[src/rtl/rxrst_pkg.sv]
package rxrst_pkg;
  typedef enum logic [2:0] {
    ST_IDLE,
    ST_ARM,
    ST_HOLD,
    ST_SETTLE,
    ST_WAITU,
    ST_DONE
  } seq_st_e;
endpackage

[src/rtl/rxrst_pick.sv]
// Finds the lowest enabled region at or above a start position.
module rxrst_pick #(
  parameter int NREG = 9,
  parameter int PW   = 4
) (
  input  logic [NREG-1:0] en,
  input  logic [PW-1:0]   from,
  output logic            found,
  output logic [PW-1:0]   idx
);
  always_comb begin
    found = 1'b0;
    idx   = '0;
    for (int i = NREG - 1; i >= 0; i--) begin
      if (en[i] && (i >= int'(from))) begin
        found = 1'b1;
        idx   = PW'(i);
      end
    end
  end
endmodule

[src/rtl/rxrst_dwell.sv]
// Down-counter shared by the hold and settle phases.
module rxrst_dwell #(
  parameter int CW = 3
) (
  input  logic          clk,
  input  logic          rst_n,
  input  logic          load,
  input  logic [CW-1:0] val,
  output logic          zero
);
  logic [CW-1:0] cnt_q;

  always_ff @(posedge clk or negedge rst_n) begin
    if (!rst_n)              cnt_q <= '0;
    else if (load)           cnt_q <= val;
    else if (cnt_q != '0)    cnt_q <= cnt_q - 1'b1;
  end

  assign zero = (cnt_q == '0);


  dwell_load_chk: assert property (@(posedge clk) disable iff (!rst_n)
    load |=> (cnt_q == $past(val)));
endmodule

[src/rtl/rx_reset_seq.sv]
module rx_reset_seq
  import rxrst_pkg::*;
#(
  parameter int NUM_PMA    = 6,
  parameter int NUM_PCS    = 3,
  parameter int HOLD_CYC   = 4,
  parameter int SETTLE_CYC = 3
) (
  input  logic                       clk,
  input  logic                       rst_n,
  input  logic                       rx_rst,
  input  logic                       seq_mode,
  input  logic [NUM_PMA-1:0]         pma_mask,
  input  logic [NUM_PCS-1:0]         pcs_mask,
  input  logic                       user_rdy,
  input  logic [NUM_PMA+NUM_PCS-1:0] dir_rst,
  output logic [NUM_PMA+NUM_PCS-1:0] region_rst,
  output logic                       rst_done
);
  localparam int NREG = NUM_PMA + NUM_PCS;
  localparam int PW   = $clog2(NREG + 1);
  localparam int CMAX = (HOLD_CYC > SETTLE_CYC) ? HOLD_CYC : SETTLE_CYC;
  localparam int CW   = $clog2(CMAX + 1);

  seq_st_e         st_q, st_d;
  logic [PW-1:0]   pos_q, pos_d;
  logic [NREG-1:0] en_q, en_d, drv_q, drv_d;
  logic            seqm_q, seqm_d, done_d;

  logic            at_arm, mode_use;
  logic [NREG-1:0] en_use;
  logic            pk_found;
  logic [PW-1:0]   pk_idx;
  logic            step_ok, step_gate, need_gate, do_adv;
  logic [NREG-1:0] step_vec;
  logic [PW-1:0]   step_pos;
  logic            ld, cnt_zero;
  logic [CW-1:0]   ldval;

  // The start edge uses the live mode and masks; later steps use the latched copy.
  assign at_arm   = (st_q == ST_ARM);
  assign en_use   = at_arm ? {pcs_mask, pma_mask} : en_q;
  assign mode_use = at_arm ? seq_mode : seqm_q;

  rxrst_pick #(.NREG(NREG), .PW(PW)) u_pick (
    .en(en_use), .from(pos_q), .found(pk_found), .idx(pk_idx)
  );

  rxrst_dwell #(.CW(CW)) u_dwell (
    .clk(clk), .rst_n(rst_n), .load(ld), .val(ldval), .zero(cnt_zero)
  );

  // The next step: one region in sequential mode, the whole set in single mode.
  always_comb begin
    if (mode_use) begin
      step_ok   = pk_found;
      step_vec  = NREG'(1) << pk_idx;
      step_pos  = pk_idx + 1'b1;
      step_gate = (pk_idx >= PW'(NUM_PMA));
    end else begin
      step_ok   = (pos_q == '0) && (|en_use);
      step_vec  = en_use;
      step_pos  = PW'(NREG);
      step_gate = |en_use[NREG-1:NUM_PMA];
    end
    // Completion is gated like a coding-layer step.
    need_gate = step_ok ? step_gate : 1'b1;
  end

  always_comb begin
    st_d   = st_q;
    pos_d  = pos_q;
    en_d   = en_q;
    seqm_d = seqm_q;
    drv_d  = drv_q;
    done_d = rst_done;
    ld     = 1'b0;
    ldval  = '0;
    do_adv = 1'b0;
    if (rx_rst) begin
      st_d   = ST_ARM;
      drv_d  = '0;
      done_d = 1'b0;
      pos_d  = '0;
    end else begin
      unique case (st_q)
        ST_ARM: begin
          en_d   = {pcs_mask, pma_mask};
          seqm_d = seq_mode;
          do_adv = 1'b1;
        end
        ST_WAITU: do_adv = 1'b1;
        ST_HOLD: if (cnt_zero) begin
          st_d  = ST_SETTLE;
          drv_d = '0;
          ld    = 1'b1;
          ldval = CW'(SETTLE_CYC - 1);
        end
        ST_SETTLE: if (cnt_zero) do_adv = 1'b1;
        default: ;
      endcase
      if (do_adv) begin
        if (need_gate && !user_rdy) begin
          st_d  = ST_WAITU;
          drv_d = '0;
        end else if (step_ok) begin
          st_d  = ST_HOLD;
          drv_d = step_vec;
          pos_d = step_pos;
          ld    = 1'b1;
          ldval = CW'(HOLD_CYC - 1);
        end else begin
          st_d   = ST_DONE;
          done_d = 1'b1;
        end
      end
    end
  end

  always_ff @(posedge clk or negedge rst_n) begin
    if (!rst_n) begin
      st_q       <= ST_IDLE;
      pos_q      <= '0;
      en_q       <= '0;
      seqm_q     <= 1'b1;
      drv_q      <= '0;
      rst_done   <= 1'b0;
      region_rst <= '0;
    end else begin
      st_q       <= st_d;
      pos_q      <= pos_d;
      en_q       <= en_d;
      seqm_q     <= seqm_d;
      drv_q      <= drv_d;
      rst_done   <= done_d;
      region_rst <= drv_d | (seq_mode ? '0 : dir_rst);
    end
  end


  done_quiet_chk: assert property (@(posedge clk) disable iff (!rst_n)
    rst_done |-> (drv_q == '0));

  seq_onehot_chk: assert property (@(posedge clk) disable iff (!rst_n)
    seqm_q |-> $onehot0(drv_q));

  pcs_gate_chk: assert property (@(posedge clk) disable iff (!rst_n)
    $rose(|drv_q[NREG-1:NUM_PMA]) |-> $past(user_rdy));

  done_gate_chk: assert property (@(posedge clk) disable iff (!rst_n)
    $rose(rst_done) |-> $past(user_rdy));

  abort_chk: assert property (@(posedge clk) disable iff (!rst_n)
    rx_rst |=> (!rst_done && (drv_q == '0)));

  mask_chk: assert property (@(posedge clk) disable iff (!rst_n)
    (drv_q & ~en_q) == '0);

  seq_direct_chk: assert property (@(posedge clk) disable iff (!rst_n)
    $past(seq_mode) |-> (region_rst == drv_q));
endmodule

[config.mk]
export PLATFORM = sky130hd
export DESIGN_NAME = rx_reset_seq
export DESIGN_NICKNAME = d
export VERILOG_FILES = /design/src/rtl/rxrst_pkg.sv /design/src/rtl/rxrst_pick.sv /design/src/rtl/rxrst_dwell.sv /design/src/rtl/rx_reset_seq.sv
export SDC_FILE = /design/constraint.sdc
export NUM_CORES = 1
export LEC_CHECK = 0
export BUFFER_PORTS_ARGS = -buffer_cell sky130_fd_sc_hd__buf_2
export CORE_ASPECT_RATIO = 1.75
export CORE_MARGIN = 2
export CORE_UTILIZATION = 58
export DETAILED_ROUTE_END_ITERATION = 12
export HOLD_SLACK_MARGIN = 0.02
export PLACE_DENSITY = 0.89
export SYNTH_ARGS = -nofsm -noshare
export SYNTH_HDL_FRONTEND = slang
export SYNTH_SLANG_ARGS = --single-unit
[constraint.sdc]
create_clock -name clk -period 6.4 [get_ports clk]
set_input_delay 1.28 -clock clk [delete_from_list [all_inputs] [get_ports clk]]
set_output_delay 1.28 -clock clk [all_outputs]
set_load 0.05 [all_outputs]
Yosys cells after proc, flatten, opt, wreduce, memory -nomap -nowiden --
Index checks and enable logic that the tools add are counted.
Word-level totals: register bits 39, word-level logic and storage cells 116
Cells by class: add/subtract/negate cells 2, $lt $le $gt $ge 10, equality and inequality tests 6, shift-type cells 1, multiplexer cells 62, bitwise operators 1, reductions and logical operators 26
Operator list (count):
- 9-bit 2-to-1 mux | 9
- 4-bit 2-to-1 mux | 14
- 3-bit 2-to-1 mux | 12
- 1-bit 2-to-1 mux | 24
- 3-bit by 4-bit >= comparator with 1-bit output, first input constant | 4
- 1-bit logical AND | 11
- 9-bit OR | 1
- 3-bit nonzero test | 3
- 9-bit OR reduction | 1
- 1-bit by 4-bit << shifter with 9-bit output, first input constant | 1
- 1-bit by 4-bit >= comparator with 1-bit output, first input constant | 2
- 2-bit by 4-bit >= comparator with 1-bit output, first input constant | 2
- 3-bit by 2-bit == test with 1-bit output, second input constant | 2
- 3-bit AND reduction | 2
- 2-bit nonzero test | 3
- 4-bit by 1-bit adder with 4-bit output, second input constant | 1
- 4-bit by 3-bit >= comparator with 1-bit output, second input constant | 1
- 4-bit >= comparator, first input constant | 1
- 4-bit zero test | 1
- 2-bit 2-to-1 mux | 2
- 2-bit inequality test, second input constant | 2
- 3-bit by 1-bit == test with 1-bit output, second input constant | 1
- 3-bit == test, second input constant | 1
- 3-bit zero test | 1
- 6 further kinds | 6

Logic depth before layout (Yosys ltp) --
depth after elaboration 20, gate-level depth with buffers 15

Cells and area by module --
From an unflattened synthesis, not the netlist that was laid out.
Second synthesis, totals: cell total of the unflattened synthesis 238, area total of the unflattened synthesis 2381.0 um^2
By module, submodules not included:
- rx_reset_seq | instances 1, cells each 185, area an instance 1988.2 um^2
- rxrst_dwell | instances 1, cells each 21, area an instance 201.4 um^2
- rxrst_pick | instances 1, cells each 32, area an instance 191.4 um^2

Least setup slack after synthesis --
No wires, ideal clock.
kind input to register, start input pcs_mask[0], end register pos_q[2], library setup time 78 ps, data arrival time 3943 ps, data required time 6322 ps, path slack 2379 ps, stages 12, cell sequence or4b_1 -> o211a_2 -> o22a_1 -> o32ai_1 -> and2_1 -> inv_1 -> ha_1 -> nand3_1 -> a2111oi_2 -> o31a_1 -> or4_1 -> a21oi_1
On the way: longest elaborated chain between the ends 15, elaborated cells on any way between the ends 33, those cells by class 1 x add/sub; 1 x order compare; 1 x eq/ne; 23 x mux; 7 x reduce/logical
Ends and longest elaborated chain:
- start, declared | line rx_reset_seq.sv:14 | input logic [NUM_PCS-1:0] pcs_mask,
- 9-bit 2-to-1 mux (*)
- 1-bit logical AND | line rxrst_pick.sv:15 | if (en[i] && (i >= int'(from))) begin
- 4-bit 2-to-1 mux (7 in a row) | line rxrst_pick.sv:15
- 4-bit by 1-bit adder with 4-bit output / 4-bit by 3-bit >= comparator with 1-bit output (equally long branches) | line rx_reset_seq.sv:58, rx_reset_seq.sv:59
- 4-bit 2-to-1 mux / 1-bit 2-to-1 mux (equally long branches) | line rx_reset_seq.sv:55 | if (mode_use) begin
- 4-bit 2-to-1 mux / 1-bit 2-to-1 mux (equally long branches) | line rx_reset_seq.sv:106, rx_reset_seq.sv:67
- 4-bit 2-to-1 mux / 1-bit logical AND (equally long branches) | line rx_reset_seq.sv:103 | if (need_gate && !user_rdy) begin
- 4-bit 2-to-1 mux / 2-bit inequality test (equally long branches)
- 4-bit 2-to-1 mux / 3-bit AND reduction (equally long branches)
- end signal, assigned | line rx_reset_seq.sv:131 | pos_q <= pos_d;
- end, declared | line rx_reset_seq.sv:26 | logic [PW-1:0] pos_q, pos_d;
Every way passes the cells marked *; elsewhere a longest branch is shown, timed or not. The select of a mux whose other input is x is not followed. A chain may end at the register's enable or synchronous reset.

Worst setup path after layout --
start input pcs_mask[0], end register pos_q[0]
The elaborated chain is that of the path after synthesis.

==> impl.org <==
** Status
- The run finished with clean final reports.

** Setup path
- End point of the critical path :: pos_q[0]$_DFFE_PN0P_
- The signal on the critical path passes through buf_2 -> or4b_1 -> o211a_2 -> o22a_1 -> o32ai_1 -> and2_1 -> inv_1 -> ha_1 -> nand3_1 -> a2111oi_2 -> o31ai_2 -> a31oi_1 -> a311oi_1.
- In this run the number of cells on the critical path is 13.
- STA classifies the critical path startpoint as a primary input.
- The worst register-to-register path has a depth of 13.
- Critical register-to-register path endpoint :: pos_q[0]$_DFFE_PN0P_
- STA classifies the critical path endpoint as a register.
- The critical path starts at pcs_mask[0].
- Crit path DAT :: 4710 ps
- For flop-to-flop paths, the worst setup slack is 1920 ps.
- Required time of the critical path :: 6590 ps
- The worst setup path is of the in -> reg kind.
- The startpoint identified for the worst register-to-register timing path is st_q[0]$_DFFE_PN0P_.
- Delay of the slowest cell on the worst path :: 870 ps
- In this run the worst path has a maximum fanout of 15.
- Worst path buffer plus inverter count :: 2
- Crit-path leading delay family :: compound AO/OA/AOI/OAI gates
- On the critical path, the stage with the largest delay is an instance of o31ai_2.

** Placement
- IO buf count :: 32
- Detailed placement HPWL :: 5100 µm
- The number of placed instances, taps included, is 353.
- Routability-driven placement finished with a final weighted congestion of 0.982.

** Synth
- Number of flip-flops and latches in the synthesized netlist :: 39
- Average cell area after synthesis :: 9.27 µm²
- Synthesis produced about 290 cells.
- The share of the Yosys chip area taken by registers is 0.369.
- Number of warnings reported in the yosys synthesis log :: 0
- Synthesis produced a netlist with a net count of between 300 and 400.
- Number of enable-type register cells in the synthesized netlist :: 0
- Most frequently used flop master after synthesis :: dfrtp_1
- Number of library cell types mapped by synthesis :: 61
- After synthesis, the share of flip-flops with an asynchronous set or reset is 1.00.
- Combined area of all synthesized cells :: about 2700 µm²

** Die
- From left edge to right edge, the die measures 55.1 µm.
- Starting density of the core :: 0.602
- Number of core rows :: 32
- Placeable Area :: 4400 µm²
- Y dimension of the die :: 93.4 µm
- Die ar. :: 5150 µm²
- IO Pins :: 33

** GRT
- Number of antenna violations at the first check in global routing :: 0
- Global-route wire length before repair :: 11200 µm
- Global Route Usage Sum :: 0.297
- After global routing the overflow that remains totals 0.
- Maximum number of pins on one net before global-route repair :: 40
- The via count of the first global-routing pass is between 2000 and 2500.

** CTS
- The number of clock buffers added by TritonCTS is 5.
- Clk root buf :: clkbuf_8
- The clock reaches the later pin of the worst-skew pair after 290 ps.
- The number of gates resized after CTS was 0.
- Hold buffer count at CTS :: 0
- H-tree depth reported by CTS :: 2
- TritonCTS built the clock tree.
- Buffer count from post-CTS setup fixing :: 0
- The clock passes through at most 2 buffers.
- CTS saw 39 sinks.
- Clock-pin slew was measured on the worst setup and hold paths at 80 ps.

** Timing
- The routed design could run at a clock period as short as 4530 ps.
- Of the available clock period, the critical path in the final layout requires 0.707.
- Adding up every negative setup slack in the final design gives 0 ps.
- At the pin with the least slew margin, the transition time is between 1000 and 1500 ps.
- Measured against its own limit, the worst slew margin works out to 0.292.
- The hold violation total from the final report was 0.
- Fmax achieved :: 221 MHz
- Unrepaired setup endpoints after global routing :: no
- On the final layout, the worst clock skew is 7.47 ps.
- Setup violations remaining at the end of the flow were counted as 0.
- Post-Route Hold Slack :: between 500 and 600 ps
- The number of pins with negative max-slew slack in the final report is 0.

** Routing
- Number of nets still failing antenna checks after routing :: 0
- After detailed routing, the average wire length per cell comes to between 15 and 20 µm.
- Via count :: 2410
- In the routed layout, each cell is associated on average with a via count of 6.68.
- The first detailed-routing pass took 5 iterations.
- Summed over all layers, the routed wires come to between 6000 and 7000 µm.
- Number of DRC markers after the initial detailed-route iteration :: 112
- In the routed design, unresolved DRC markers number 0.

** Final layout
- Of the cells placed in the final design, the portion with a size suffix greater than 1 is 0.223.
- The repair_antennas step left the layout with diodes totalling 0.
- In the layout the commonest cells are 38 x dfrtp_1, 32 x buf_2, 26 x inv_1, 21 x nand2_1, 16 x a21oi_1.
- Layout area overhead :: 10.4%
- Leaving out fill and tap cells, the most frequent cell in the layout is dfrtp_1.
- The count of cells in the finished layout, fillers not included, comes to around 360.
- Once layout is complete, the utilization of the core stands at 0.665.
- For this run, the post-layout net count is 340.
- Summing all flip-flop and latch instances after layout gives around 1000 µm².
- The filler cells instantiated in the layout total 388.
- Area of the multi-input gates :: about 1500 µm²

** Hold path
- In this run the most critical hold path is launched from u_dwell.cnt_q[1]$_DFFE_PN0P_.
- Worst hold-check path type :: reg -> reg

** Power
- Total power per unit cell area :: 635 nW/µm²
- The worst-case IR drop observed on VDD is 0.468 mV.
- The analysis attributes to cell leakage a power of around 1.3 nW.

** Job
- Number of max-cap violations :: 0
==> per-stage QoR <==
step                setup slack (ps)  instance area, µm²  power (mW)
finish                          1870                2930        1.86
global placement                1840                2800        1.57
floorplan                       2380                2650        1.34
global route                    1700                2930        1.99
CTS                             1890                2930        1.84
detailed placement              1560                2800        1.59
==> Yosys cell counts (all sizes together) (2+ instances only) <==
master | number | area (µm²)
o31ai | 4 | 35.0
a21boi | 2 | 15.0
mux2 | 13 | 150
inv | 26 | 97.6
a21oi | 17 | 88.8
clkbuf | 10 | 37.5
o21ai | 13 | 65.1
o32ai | 2 | 36.3
nor4 | 3 | 25.0
o22ai | 4 | 25.0
ha | 8 | 100
nand2b | 4 | 25.0
nor4b | 3 | 26.3
or2 | 5 | 31.3
nor2 | 15 | 56.3
a211oi | 6 | 45.0
buf | 7 | 50.1
a31oi | 8 | 50.1
o221ai | 10 | 87.6
a2111oi | 2 | 23.8
mux2i | 9 | 90.1
nand3b | 2 | 15.0
nand3 | 3 | 15.0
and3 | 2 | 12.5
a311oi | 4 | 52.6
and2 | 2 | 12.5
nand2 | 21 | 78.8
o32a | 2 | 20.0
nor3 | 8 | 45.0
nor2b | 2 | 12.5
or4 | 4 | 30.0
or3 | 2 | 12.5
dfrtp | 38 | 951
nand4 | 8 | 50.1
o2111ai | 2 | 17.5
==> worst min-delay path: stages (launching register included) <==
cell      delay, ps
dfrtp_1         360
nand2_1          50
o221ai_1         60
==> where the power goes <==
part	switching [mW]	internal (mW)	leakage [nW]
clock network	0.0898	0.156	0.0654
logic	0.732	0.426	0.730
registers	0.106	0.349	0.494
total	0.927	0.931	1.29
==> sequential cells by signal, indices dropped and copies added, names as in the netlist <==
| signal | flops |
|---|---|
| drv_q | 9 |
| en_q | 9 |
| region_rst | 9 |
| pos_q | 4 |
| st_q | 3 |
| u_dwell.cnt_q | 3 |
| rst_done | 1 |
| seqm_q | 1 |
==> routing by layer <==
| metal | share of wire | global-route usage |
|---|---|---|
| met4 | 0.050 | 0.154 |
| met1 | 0.37 | 0.346 |
| met5 | 0 | 0 |
| met2 | 0.53 | 0.502 |
| met3 | 0.056 | 0.0415 |
==> cells by family (layout without fill, tap and decap cells) <==
kind of cell    after synthesis  in the layout  synth area share
simple gates                 87             87             0.184
compound gates               86             86             0.246
buf+inv                      43             67            0.0698
flops                        39             39             0.369
mux                          22             22            0.0906
fa+ha+maj                     8              8            0.0378
xor+xnor                      1              1           0.00330
==> how the worst min path moves through the flow <==
stage | end | slack (ps) | cells after the start
after floorplan | u_dwell.cnt_q[1]$_DFFE_PN0P_ | 460 | 2
final | u_dwell.cnt_q[1]$_DFFE_PN0P_ | 500 | 2
after detailed placement | u_dwell.cnt_q[1]$_DFFE_PN0P_ | 480 | 2
after global routing | u_dwell.cnt_q[1]$_DFFE_PN0P_ | 540 | 2
after global placement | u_dwell.cnt_q[1]$_DFFE_PN0P_ | 470 | 2
after CTS | u_dwell.cnt_q[1]$_DFFE_PN0P_ | 500 | 2
==> cell type report <==
class,count,area share
clock inverter,2,0.0205
sequential,39,0.334
inverter,26,0.0333
clock buffer,6,0.0248
timing repair buffer,33,0.0573
tap,51,0.0218
multi-input combinational,204,0.509
Power figures use the tool's default switching activity.
